### src/rtl/smu_pkg.sv
package smu_pkg;
  typedef enum logic [1:0] {ST_IDLE, ST_READ, ST_CHECK, ST_WRITE} smu_state_e;

  localparam logic [1:0] SZ_BYTE = 2'd0;
  localparam logic [1:0] SZ_HALF = 2'd1;

  // Hamming layout: positions that are powers of two carry check bits.
  function automatic bit is_check_pos(input int p);
    return (p & (p - 1)) == 0;
  endfunction
endpackage

### src/rtl/smu_ecc_enc.sv
module smu_ecc_enc
  import smu_pkg::*;
#(
  parameter int DW = 32,
  parameter int PB = 6,
  localparam int CW = DW + PB + 1
) (
  input  logic [DW-1:0] data_i,
  output logic [CW-1:0] code_o
);
  always_comb begin
    logic [CW-1:0] c;
    logic par;
    int n;
    c = '0;
    n = 0;
    for (int p = 1; p < CW; p++) begin
      if (!is_check_pos(p)) begin
        c[p] = data_i[n];
        n++;
      end
    end
    for (int k = 0; k < PB; k++) begin
      par = 1'b0;
      for (int p = 1; p < CW; p++) begin
        if (((p >> k) & 1) == 1 && !is_check_pos(p)) par = par ^ c[p];
      end
      c[1 << k] = par;
    end
    c[0] = ^c[CW-1:1];
    code_o = c;
  end
endmodule

### src/rtl/smu_ecc_dec.sv
module smu_ecc_dec
  import smu_pkg::*;
#(
  parameter int DW = 32,
  parameter int PB = 6,
  localparam int CW = DW + PB + 1
) (
  input  logic [CW-1:0] code_i,
  output logic [DW-1:0] data_o,
  output logic          single_o,
  output logic          double_o
);
  always_comb begin
    logic [PB-1:0] syn;
    logic [CW-1:0] f;
    int n;
    syn = '0;
    single_o = 1'b0;
    double_o = 1'b0;
    for (int p = 1; p < CW; p++) begin
      if (code_i[p]) syn = syn ^ PB'(p);
    end
    f = code_i;
    if (^code_i) begin
      if (int'(syn) < CW) begin
        f[syn] = ~f[syn];
        single_o = 1'b1;
      end else begin
        double_o = 1'b1;
      end
    end else if (syn != '0) begin
      double_o = 1'b1;
    end
    data_o = '0;
    n = 0;
    for (int p = 1; p < CW; p++) begin
      if (!is_check_pos(p)) begin
        data_o[n] = f[p];
        n++;
      end
    end
  end
endmodule

### src/rtl/smu_byte_merge.sv
module smu_byte_merge
  import smu_pkg::*;
#(
  parameter int DW = 32,
  localparam int NB = DW / 8,
  localparam int OW = $clog2(NB)
) (
  input  logic [DW-1:0] base_i,
  input  logic [DW-1:0] wdata_i,
  input  logic [1:0]    size_i,
  input  logic [OW-1:0] off_i,
  output logic [DW-1:0] merged_o,
  output logic [NB-1:0] be_o
);
  logic [OW-1:0] lane;
  logic [DW-1:0] narrowed;
  logic [DW-1:0] shifted;

  always_comb begin
    case (size_i)
      SZ_BYTE: begin
        lane     = off_i;
        narrowed = DW'(wdata_i[7:0]);
        be_o     = NB'(1) << off_i;
      end
      SZ_HALF: begin
        lane     = {off_i[OW-1:1], 1'b0};
        narrowed = DW'(wdata_i[15:0]);
        be_o     = NB'(3) << {off_i[OW-1:1], 1'b0};
      end
      default: begin
        lane     = '0;
        narrowed = wdata_i;
        be_o     = '1;
      end
    endcase
    shifted = narrowed << {lane, 3'b000};
  end

  for (genvar g = 0; g < NB; g++) begin : g_lane
    assign merged_o[8*g +: 8] = be_o[g] ? shifted[8*g +: 8] : base_i[8*g +: 8];
  end
endmodule

### src/rtl/store_merge_unit.sv
module store_merge_unit
  import smu_pkg::*;
#(
  parameter int AW = 8,
  parameter int DW = 32,
  parameter int PB = 6,
  parameter int LW = 8,
  localparam int CW = DW + PB + 1,
  localparam int OW = $clog2(DW / 8),
  localparam int IW = $clog2(LW),
  localparam int TW = AW - IW
) (
  input  logic          clk,
  input  logic          rst_n,
  input  logic          st_valid,
  output logic          st_ready,
  input  logic [AW+OW-1:0] st_addr,
  input  logic [1:0]    st_size,
  input  logic [DW-1:0] st_data,
  input  logic          flush_req,
  output logic          flush_done,
  output logic          mem_rd_en,
  output logic [AW-1:0] mem_rd_addr,
  input  logic [CW-1:0] mem_rd_data,
  output logic          mem_wr_en,
  output logic [AW-1:0] mem_wr_addr,
  output logic [CW-1:0] mem_wr_data,
  output logic          err_corr,
  output logic          err_uncorr
);
  smu_state_e    state_q;
  logic [TW-1:0] tag_q;
  logic [DW-1:0] line_q [LW];
  logic [LW-1:0] valid_q, dirty_q;
  logic [IW-1:0] idx_q;
  logic          from_flush_q;
  logic [TW-1:0] req_tag_q;
  logic [IW-1:0] req_idx_q;
  logic [OW-1:0] req_off_q;
  logic [1:0]    req_size_q;
  logic [DW-1:0] req_data_q;
  logic          flush_done_q, err_corr_q, err_uncorr_q;

  // Incoming address split
  logic [TW-1:0] a_tag;
  logic [IW-1:0] a_idx;
  logic [OW-1:0] a_off;
  assign a_tag = st_addr[AW+OW-1:OW+IW];
  assign a_idx = st_addr[OW+IW-1:OW];
  assign a_off = st_addr[OW-1:0];

  logic in_idle, accept, hit_line;
  assign in_idle  = (state_q == ST_IDLE);
  assign st_ready = in_idle && !flush_req;
  assign accept   = st_valid && st_ready;
  assign hit_line = (a_tag == tag_q);

  // Shared merge datapath: port fields in idle, held request otherwise
  logic [IW-1:0]   cur_idx;
  logic [OW-1:0]   cur_off;
  logic [1:0]      cur_size;
  logic [DW-1:0]   cur_data, base, merged, dec_data;
  logic [DW/8-1:0] be;
  logic            full, dec_single, dec_double;

  assign cur_idx  = in_idle ? a_idx   : req_idx_q;
  assign cur_off  = in_idle ? a_off   : req_off_q;
  assign cur_size = in_idle ? st_size : req_size_q;
  assign cur_data = in_idle ? st_data : req_data_q;
  assign base     = (state_q == ST_CHECK) ? dec_data : line_q[cur_idx];
  assign full     = &be;

  smu_byte_merge #(.DW(DW)) u_merge (
    .base_i(base), .wdata_i(cur_data), .size_i(cur_size), .off_i(cur_off),
    .merged_o(merged), .be_o(be)
  );

  smu_ecc_dec #(.DW(DW), .PB(PB)) u_dec (
    .code_i(mem_rd_data), .data_o(dec_data),
    .single_o(dec_single), .double_o(dec_double)
  );

  smu_ecc_enc #(.DW(DW), .PB(PB)) u_enc (
    .data_i(line_q[idx_q]), .code_o(mem_wr_data)
  );

  assign mem_rd_en   = (state_q == ST_READ);
  assign mem_rd_addr = {tag_q, req_idx_q};
  assign mem_wr_en   = (state_q == ST_WRITE) && dirty_q[idx_q];
  assign mem_wr_addr = {tag_q, idx_q};
  assign flush_done  = flush_done_q;
  assign err_corr    = err_corr_q;
  assign err_uncorr  = err_uncorr_q;

  always_ff @(posedge clk) begin
    if (!rst_n) begin
      state_q      <= ST_IDLE;
      tag_q        <= '0;
      line_q       <= '{default: '0};
      valid_q      <= '0;
      dirty_q      <= '0;
      idx_q        <= '0;
      from_flush_q <= 1'b0;
      req_tag_q    <= '0;
      req_idx_q    <= '0;
      req_off_q    <= '0;
      req_size_q   <= '0;
      req_data_q   <= '0;
      flush_done_q <= 1'b0;
      err_corr_q   <= 1'b0;
      err_uncorr_q <= 1'b0;
    end else begin
      flush_done_q <= 1'b0;
      err_corr_q   <= 1'b0;
      err_uncorr_q <= 1'b0;
      case (state_q)
        ST_IDLE: begin
          if (accept) begin
            req_tag_q  <= a_tag;
            req_idx_q  <= a_idx;
            req_off_q  <= a_off;
            req_size_q <= st_size;
            req_data_q <= st_data;
            if (!hit_line && (|dirty_q)) begin
              state_q      <= ST_WRITE;
              idx_q        <= '0;
              from_flush_q <= 1'b0;
            end else begin
              if (!hit_line) begin
                tag_q   <= a_tag;
                valid_q <= '0;
              end
              if (full || (hit_line && valid_q[a_idx])) begin
                line_q[a_idx]  <= merged;
                valid_q[a_idx] <= 1'b1;
                dirty_q[a_idx] <= 1'b1;
              end else begin
                state_q <= ST_READ;
              end
            end
          end else if (flush_req) begin
            state_q      <= ST_WRITE;
            idx_q        <= '0;
            from_flush_q <= 1'b1;
          end
        end
        ST_READ: state_q <= ST_CHECK;
        ST_CHECK: begin
          state_q <= ST_IDLE;
          if (dec_double) begin
            err_uncorr_q <= 1'b1;
          end else begin
            line_q[req_idx_q]  <= merged;
            valid_q[req_idx_q] <= 1'b1;
            dirty_q[req_idx_q] <= 1'b1;
            err_corr_q         <= dec_single;
          end
        end
        ST_WRITE: begin
          idx_q <= idx_q + 1'b1;
          if (idx_q == IW'(LW - 1)) begin
            dirty_q <= '0;
            if (from_flush_q) begin
              flush_done_q <= 1'b1;
              state_q      <= ST_IDLE;
            end else begin
              tag_q   <= req_tag_q;
              valid_q <= '0;
              if (full) begin
                line_q[req_idx_q]  <= merged;
                valid_q[req_idx_q] <= 1'b1;
                dirty_q[req_idx_q] <= 1'b1;
                state_q            <= ST_IDLE;
              end else begin
                state_q <= ST_READ;
              end
            end
          end
        end
        default: state_q <= ST_IDLE;
      endcase
    end
  end
endmodule

### config.mk
export PLATFORM = sky130hd
export DESIGN_NAME = store_merge_unit
export DESIGN_NICKNAME = d
export VERILOG_FILES = /design/src/rtl/smu_pkg.sv /design/src/rtl/smu_ecc_enc.sv /design/src/rtl/smu_ecc_dec.sv /design/src/rtl/smu_byte_merge.sv /design/src/rtl/store_merge_unit.sv
export SDC_FILE = /design/constraint.sdc
export NUM_CORES = 1
export LEC_CHECK = 0
export BUFFER_PORTS_ARGS = -buffer_cell sky130_fd_sc_hd__buf_2
export CORE_ASPECT_RATIO = 1.25
export CORE_UTILIZATION = 25
export DETAILED_ROUTE_END_ITERATION = 8
export GPL_TIMING_DRIVEN = 0
export PLACE_DENSITY_LB_ADDON = 0.12
export REMOVE_ABC_BUFFERS = 1
export SLEW_MARGIN = 30
export SYNTH_ARGS = -nofsm -noshare
export SYNTH_HDL_FRONTEND = slang
export SYNTH_SLANG_ARGS = --single-unit
### constraint.sdc
create_clock -name clk -period 5.25 [get_ports clk]
set_clock_uncertainty 0.05 [all_clocks]
set_input_delay 0.2625 -clock clk [delete_from_list [all_inputs] [get_ports clk]]
set_output_delay 0.2625 -clock clk [all_outputs]
set_load 0.005 [all_outputs]
=== Word-level counts from Yosys, hierarchy flattened ===
Cells that the tools add are included.

* Register bits after elaboration: 330
* Input bits: 87
* Output and inout bits: 61
* Word-level logic and storage cells: 357

* Add/subtract/negate cells: 1
* Order comparisons: 14
* Equal/unequal tests: 18
* Shifts and indexed selects: 3
* Mux-type cells: 132
* Bitwise gates (word level): 133
* Reduce and logical (&&, ||, !) cells: 34

{| class="wikitable"
|+ Operator list
! kind !! count
|-
| $mux 256 || 7
|-
| $pmux 256 s3 || 1
|-
| $bwmux 256 || 2
|-
| $mux 32 || 8
|-
| $bmux 32 s3 || 2
|-
| $demux 32 s3 || 2
|-
| $mux 8 || 22
|-
| $mux 5 || 21
|-
| $xor 1x1->1 || 84
|-
| $mux 39 || 2
|-
| $pmux 32 s2 || 1
|-
| $pmux 8 s3 || 2
|-
| $mux 6 || 7
|-
| $bwmux 39 || 1
|-
| $not 3->3 || 13
|-
| $reduce_xor 39->1 || 1
|-
| $reduce_xor 38->1 || 1
|-
| $mux 4 || 8
|-
| $or 8x8->8 || 4
|-
| $shl 32x5->32 || 1
|-
| $not 2->2 || 13
|-
| $mux 3 || 8
|-
| $not 4->4 || 5
|-
| $mux 1 || 18
|-
| other kinds (46) || 101
|}

=== Depth between registers and ports, before layout ===
* Word-level depth: 84
* Mapped depth: 15
* Gate-level depth less buffers: 12

=== Cells and area by module ===
Synthesis repeated with hierarchy kept, for this count alone.

* Cells, all modules: 2164
* Area, all modules: 20507.2 µm²

{| class="wikitable"
|+ Modules (own cells, without submodules)
! module !! instances !! cells each !! area each (µm²) !! seq. area each (µm²)
|-
| store_merge_unit || 1 || 1735 || 17077.6 || 6606.3
|-
| smu_ecc_dec || 1 || 206 || 1627.8 || 0.0
|-
| smu_byte_merge || 1 || 133 || 924.6 || 0.0
|-
| smu_ecc_enc || 1 || 90 || 877.1 || 0.0
|}

=== Worst setup path after synthesis ===
OpenSTA, ideal clock, no wires.

* Kind: register to register
* From: register state_q[0]
* To: register line_q[3] (netlist name)
* Library setup time: 127 ps
* Data arrival time: 3543 ps
* Required time: 5073 ps
* Slack: 1530 ps
* Stages on the path, launching flop included: 13
* Path buffers: 4
* Clock period less this slack: 3720 ps
* Cells stage by stage: dfxtp_1 inv_1 ha_1 clkbuf_1 buf_2 mux2i_2 buf_2 buf_2 mux4_2 mux2_2 o21ai_0 o22a_1 o21ai_0

* Word-level cells in the longest chain between the ends: 13
* Elaborated cells on any way between the ends: 44
* Those cells by class: eq/ne: 10; shift: 3; mux: 22; bitwise: 1; reduce/logical: 8

{| class="wikitable"
|+ Ends and longest elaborated chain
! what !! line !! text
|-
| start, declared || store_merge_unit.sv:31 || <nowiki>smu_state_e state_q;</nowiki>
|-
| start signal, assigned || store_merge_unit.sv:97 || <nowiki>state_q <= ST_IDLE;</nowiki>
|-
| start signal, assigned || store_merge_unit.sv:125 || <nowiki>state_q <= ST_WRITE;</nowiki>
|-
| start signal, assigned || store_merge_unit.sv:138 || <nowiki>state_q <= ST_READ;</nowiki>
|-
| parallel branches: the longest is 13 deep, another holds $bwmux 256 || n/a ||
|-
| end signal, assigned by index || store_merge_unit.sv:134 || <nowiki>line_q[a_idx] <= merged;</nowiki>
|-
| end signal, assigned by index || store_merge_unit.sv:153 || <nowiki>line_q[req_idx_q] <= merged;</nowiki>
|-
| end signal, assigned by index || store_merge_unit.sv:170 || <nowiki>line_q[req_idx_q] <= merged;</nowiki>
|-
| end, declared || store_merge_unit.sv:33 || <nowiki>logic [DW-1:0] line_q [LW];</nowiki>
|}

Parallel ways; which one is timed is not known. The select of a mux whose other input is x is not followed.
A chain may end at the register's enable or synchronous reset.

=== Worst setup path in the final report ===
* From: register idx_q[1]
* To: output mem_wr_data[0]

* Word-level cells in the longest chain between the ends: 22
* Elaborated cells on any way between the ends: 89
* Those cells by class: mux: 3; bitwise: 85; reduce/logical: 1

{| class="wikitable"
|+ Ends and longest elaborated chain
! what !! line !! text
|-
| start, declared || store_merge_unit.sv:35 || <nowiki>logic [IW-1:0] idx_q;</nowiki>
|-
| start signal, assigned || store_merge_unit.sv:160 || <nowiki>idx_q <= idx_q + 1'b1;</nowiki>
|-
| $not 3->4 (implied by the code) * || store_merge_unit.sv:84 || <nowiki>.data_i(line_q[idx_q]), .code_o(mem_wr_data)</nowiki>
|-
| $bmux 32 s3 * || store_merge_unit.sv:84 ||
|-
| $mux 32 (implied by the code) * (2 in a row) || store_merge_unit.sv:84 ||
|-
| $xor 1x1->1 (17 in a row) || smu_ecc_enc.sv:26 || <nowiki>if (((p >> k) & 1) == 1 && !is_check_pos(p)) par = par ^ c[p];</nowiki>
|-
| $reduce_xor 38->1 * || smu_ecc_enc.sv:30 || <nowiki>c[0] = ^c[CW-1:1];</nowiki>
|-
| end, declared || store_merge_unit.sv:27 || <nowiki>output logic [CW-1:0] mem_wr_data,</nowiki>
|}

Mark *: on every way between the ends. The rest lies on a longest branch, timed or not. The select of a mux whose other input is x is not followed.

==> impl_metrics.ini <==
[global_routing]
use_met2_pct = 34.34
antenna_found_initial = 7
grt_max_degree = 102
grt_pass1_wl_mm = 117.2
top_usage_layer = met2
grt_usage_pct = 19.99
met3_usage_pct = 2.629
grt_pass1_vias = 16740
grt_util_met1_pct = 26.16
grt.overflow.total = 0

[cells_and_area]
drive_above_1_share_pct = 21.81
final_cells = 3284
nets = 2302
area_growth_pct = 21.62
final_util_pct = 30.73

[pwr]
ir_drop_mv = 0.3027
p_comb_share_pct = 54.9
power_mw = 13.18
power_switching_mw = 5.930
p_sw_share_pct = 45.00
power.leakage_nw = 8.509
pwr_density_cell_mw_per_mm2 = 554.6
p_int_mw = 7.248
p_seq_share_pct = 22.8
clkPwrFrac_pct = 22.3

[min_path]
hp-class = primary input to flop
hold-path-cell-count = 3
hold_path_end = line_q[91]
hold_start = rst_n

[floorplan]
fp.dieArea_mm2 = 0.07927
io_pins = 148
die_y_um = 314.5
die_w_um = 252.0
fp-row-count = 114
core_mm2 = 0.07731
initial_utilization_pct = 25.27

[placement]
dpl.cell_count = 3165
place_ws_ns = 0.02190
gp_congestion = 0.9244
io_buffers = 147
place.detailed.hpwl_mm = 58.43

[clocking]
path_clk_slew_ns = 0.06
numCtsBuffers = 41
clk_latency_ns = 0.58
cts_root_buf = clkbuf_16
cts.sinks = 330
cts_buffer_depth = 3
htree_levels = 2
cts_tree = done
cts_setup_buffers = 0

[logic_synthesis]
async_flop_share_pct = 0
synth_top_cell_by_area = dfxtp_1
syn_inst = 2110
synth_edf_count = 0
synthFlopType = dfxtp_1
netlist_area_mm2 = 0.01954
yosysMostFrequentCell = dfxtp_1
ys_ff_latch = 330
synthTopCellsByCount = dfxtp_1 (330), o21ai_0 (259), nand3_1 (212), nand2_1 (158), a21oi_1 (135)
syn_area_per_cell_um2 = 9.259
synthTopCellsByArea = dfxtp_1 (34%), mux4_2 (15%), o21ai_0 (6.6%)
synth_top_area_share_pct = 33.82
ys_seq_area_share_pct = 33.82
synth-warning-count = 0
ys_types = 79

[worst_setup_path]
crit_type = flop to primary output
r2r_end = line_q[14]
crit_fanout = 31
crit_path_end_kind = primary output
arrival_ns = 4.70
cp-start-kind = flop
r2r.worst_path.cells = 14
regToRegSetupSlack_ns = 0.42
required_ns = 4.94
r2r-start = state_q[0]

[route]
routed_via_density = 5.290
ant_nets = 0
vias = 17370
drt_iter0_markers = 1310
wl_per_cell_um = 24.58
drc = 0
routed_wl_mm = 80.71
dr.pass1.iters = 7

[timing]
fin_crit_sh_pct = 95.46
finalHoldViolCount = 0
setup_ws_ns = 0.2381
post-route-min-period_ns = 5.012
max_freq_ghz = 0.1995
tightestPinTransition_ns = 0.9883
finalSetupViolations = 0
tns_ns = 0
rsz0062_at_grt = no
final_max_slew_viol_count = 0
slew_headroom_pct = 33.61

[status]
status = finished, final reports clean

[run]
drv_cap = 0
[power groups by stage]
| stage | clock, mW | combinational, mW | sequential, mW |
|---|---|---|---|
| 5_1_grt | 3.12 | 7.74 | 3.04 |
| 4_1_cts | 3.02 | 7.29 | 3.00 |
| 3_3_place_gp | 0 | 6.84 | 3.08 |
| 3_5_place_dp | 0 | 7.24 | 3.05 |
| 6_report | 2.94 | 7.24 | 3.00 |
| 2_1_floorplan | 0 | 4.32 | 3.01 |
[worst max path at each step]
stage	slack [ns]	depth (start not counted)	end	from
5_1_grt	0.05	11	mem_wr_data[0]	idx_q[1]
2_1_floorplan	-2.37	10	line_q[6]	state_q[0]
3_3_place_gp	-7.79	10	line_q[50]	state_q[0]
3_5_place_dp	0.02	15	line_q[174]	state_q[0]
4_1_cts	0.04	15	line_q[172]	state_q[0]
6_report	0.24	12	mem_wr_data[0]	idx_q[1]
[area by class of cell]
class | count | area, um2
inverters | 33 | 128.9
well taps | 1044 | 1306
diodes | 2 | 5.005
flip-flops and latches | 330 | 6618
clock inverters | 17 | 219.0
clock buffers | 55 | 1149
repair buffers | 232 | 2042
multi-input cells | 1571 | 12290
fillers | 8082 | 53550
[routing by layer]
metal,wire length (um),up-vias
li1,-,8037
met3,4415,99
met4,2090,4
met5,30,-
met2,39600,610
met1,34570,8624
[what timing repair did]
item / in CTS / in global routing
cloned: 0 / 0
hold buffers: 45 / 0
gates resized for setup: 2 / 3
hold endpoints to repair: 50 / 0
pin swaps: 0 / 0
endpoints found under the setup margin: 2 / 16
[layout by cell type, fill, tap and decap left out, drive strengths merged, types with 55 or more instances in the layout]
cell,count
clkbuf,55
mux2i,102
nor2,110
buf,187
nand3,212
o21ai,277
mux4,133
xnor2,108
a21oi,137
dfxtp,330
nand2,158
[stage by stage]
stage                     area, um2  hold WS (ns)
after global routing          23760       0.06731
after floorplan               18770        0.3485
after detailed placement      21900        0.3972
after global placement        20810        0.3910
after CTS                     23730       0.04510
final                         23760       0.06277
[worst max-delay path, cell delays in order, from the launching register on]
cell and delay, ns:
dfxtp_4 0.51, buf_16 0.27, buf_16 0.28, mux4_2 0.54
mux2i_2 0.48, xnor2_1 0.24, xnor2_1 0.27, xnor2_2 0.20
xnor2_1 0.57, xnor2_1 0.21, xnor2_1 0.21, xnor2_1 0.13
buf_2 0.13
[cells by family (layout without fill, tap and decap cells)]
| group | Yosys count | after routing | share of synthesized area [%] |
|---|---|---|---|
| xor gates and xnor gates | 144 | 144 | 7.211 |
| AOI/OAI and AO/OA | 580 | 580 | 17.95 |
| adders and majority gates | 7 | 7 | 0.4355 |
| muxes | 266 | 266 | 22.36 |
| other | 0 | 2 | 0 |
| and+or+nand+nor | 574 | 574 | 13.65 |
| DFF | 330 | 330 | 33.82 |
| buffers and inverters | 209 | 337 | 4.573 |
[flip-flops by register name, summed over array words and instances (netlist names), 3 cells and up]
signal and cells:
tag_q 5, line_q 256, req_idx_q 3, req_data_q 32, valid_q 8, idx_q 3, dirty_q 8, req_tag_q 5
No activity file was read; power rests on OpenSTA's default activity.
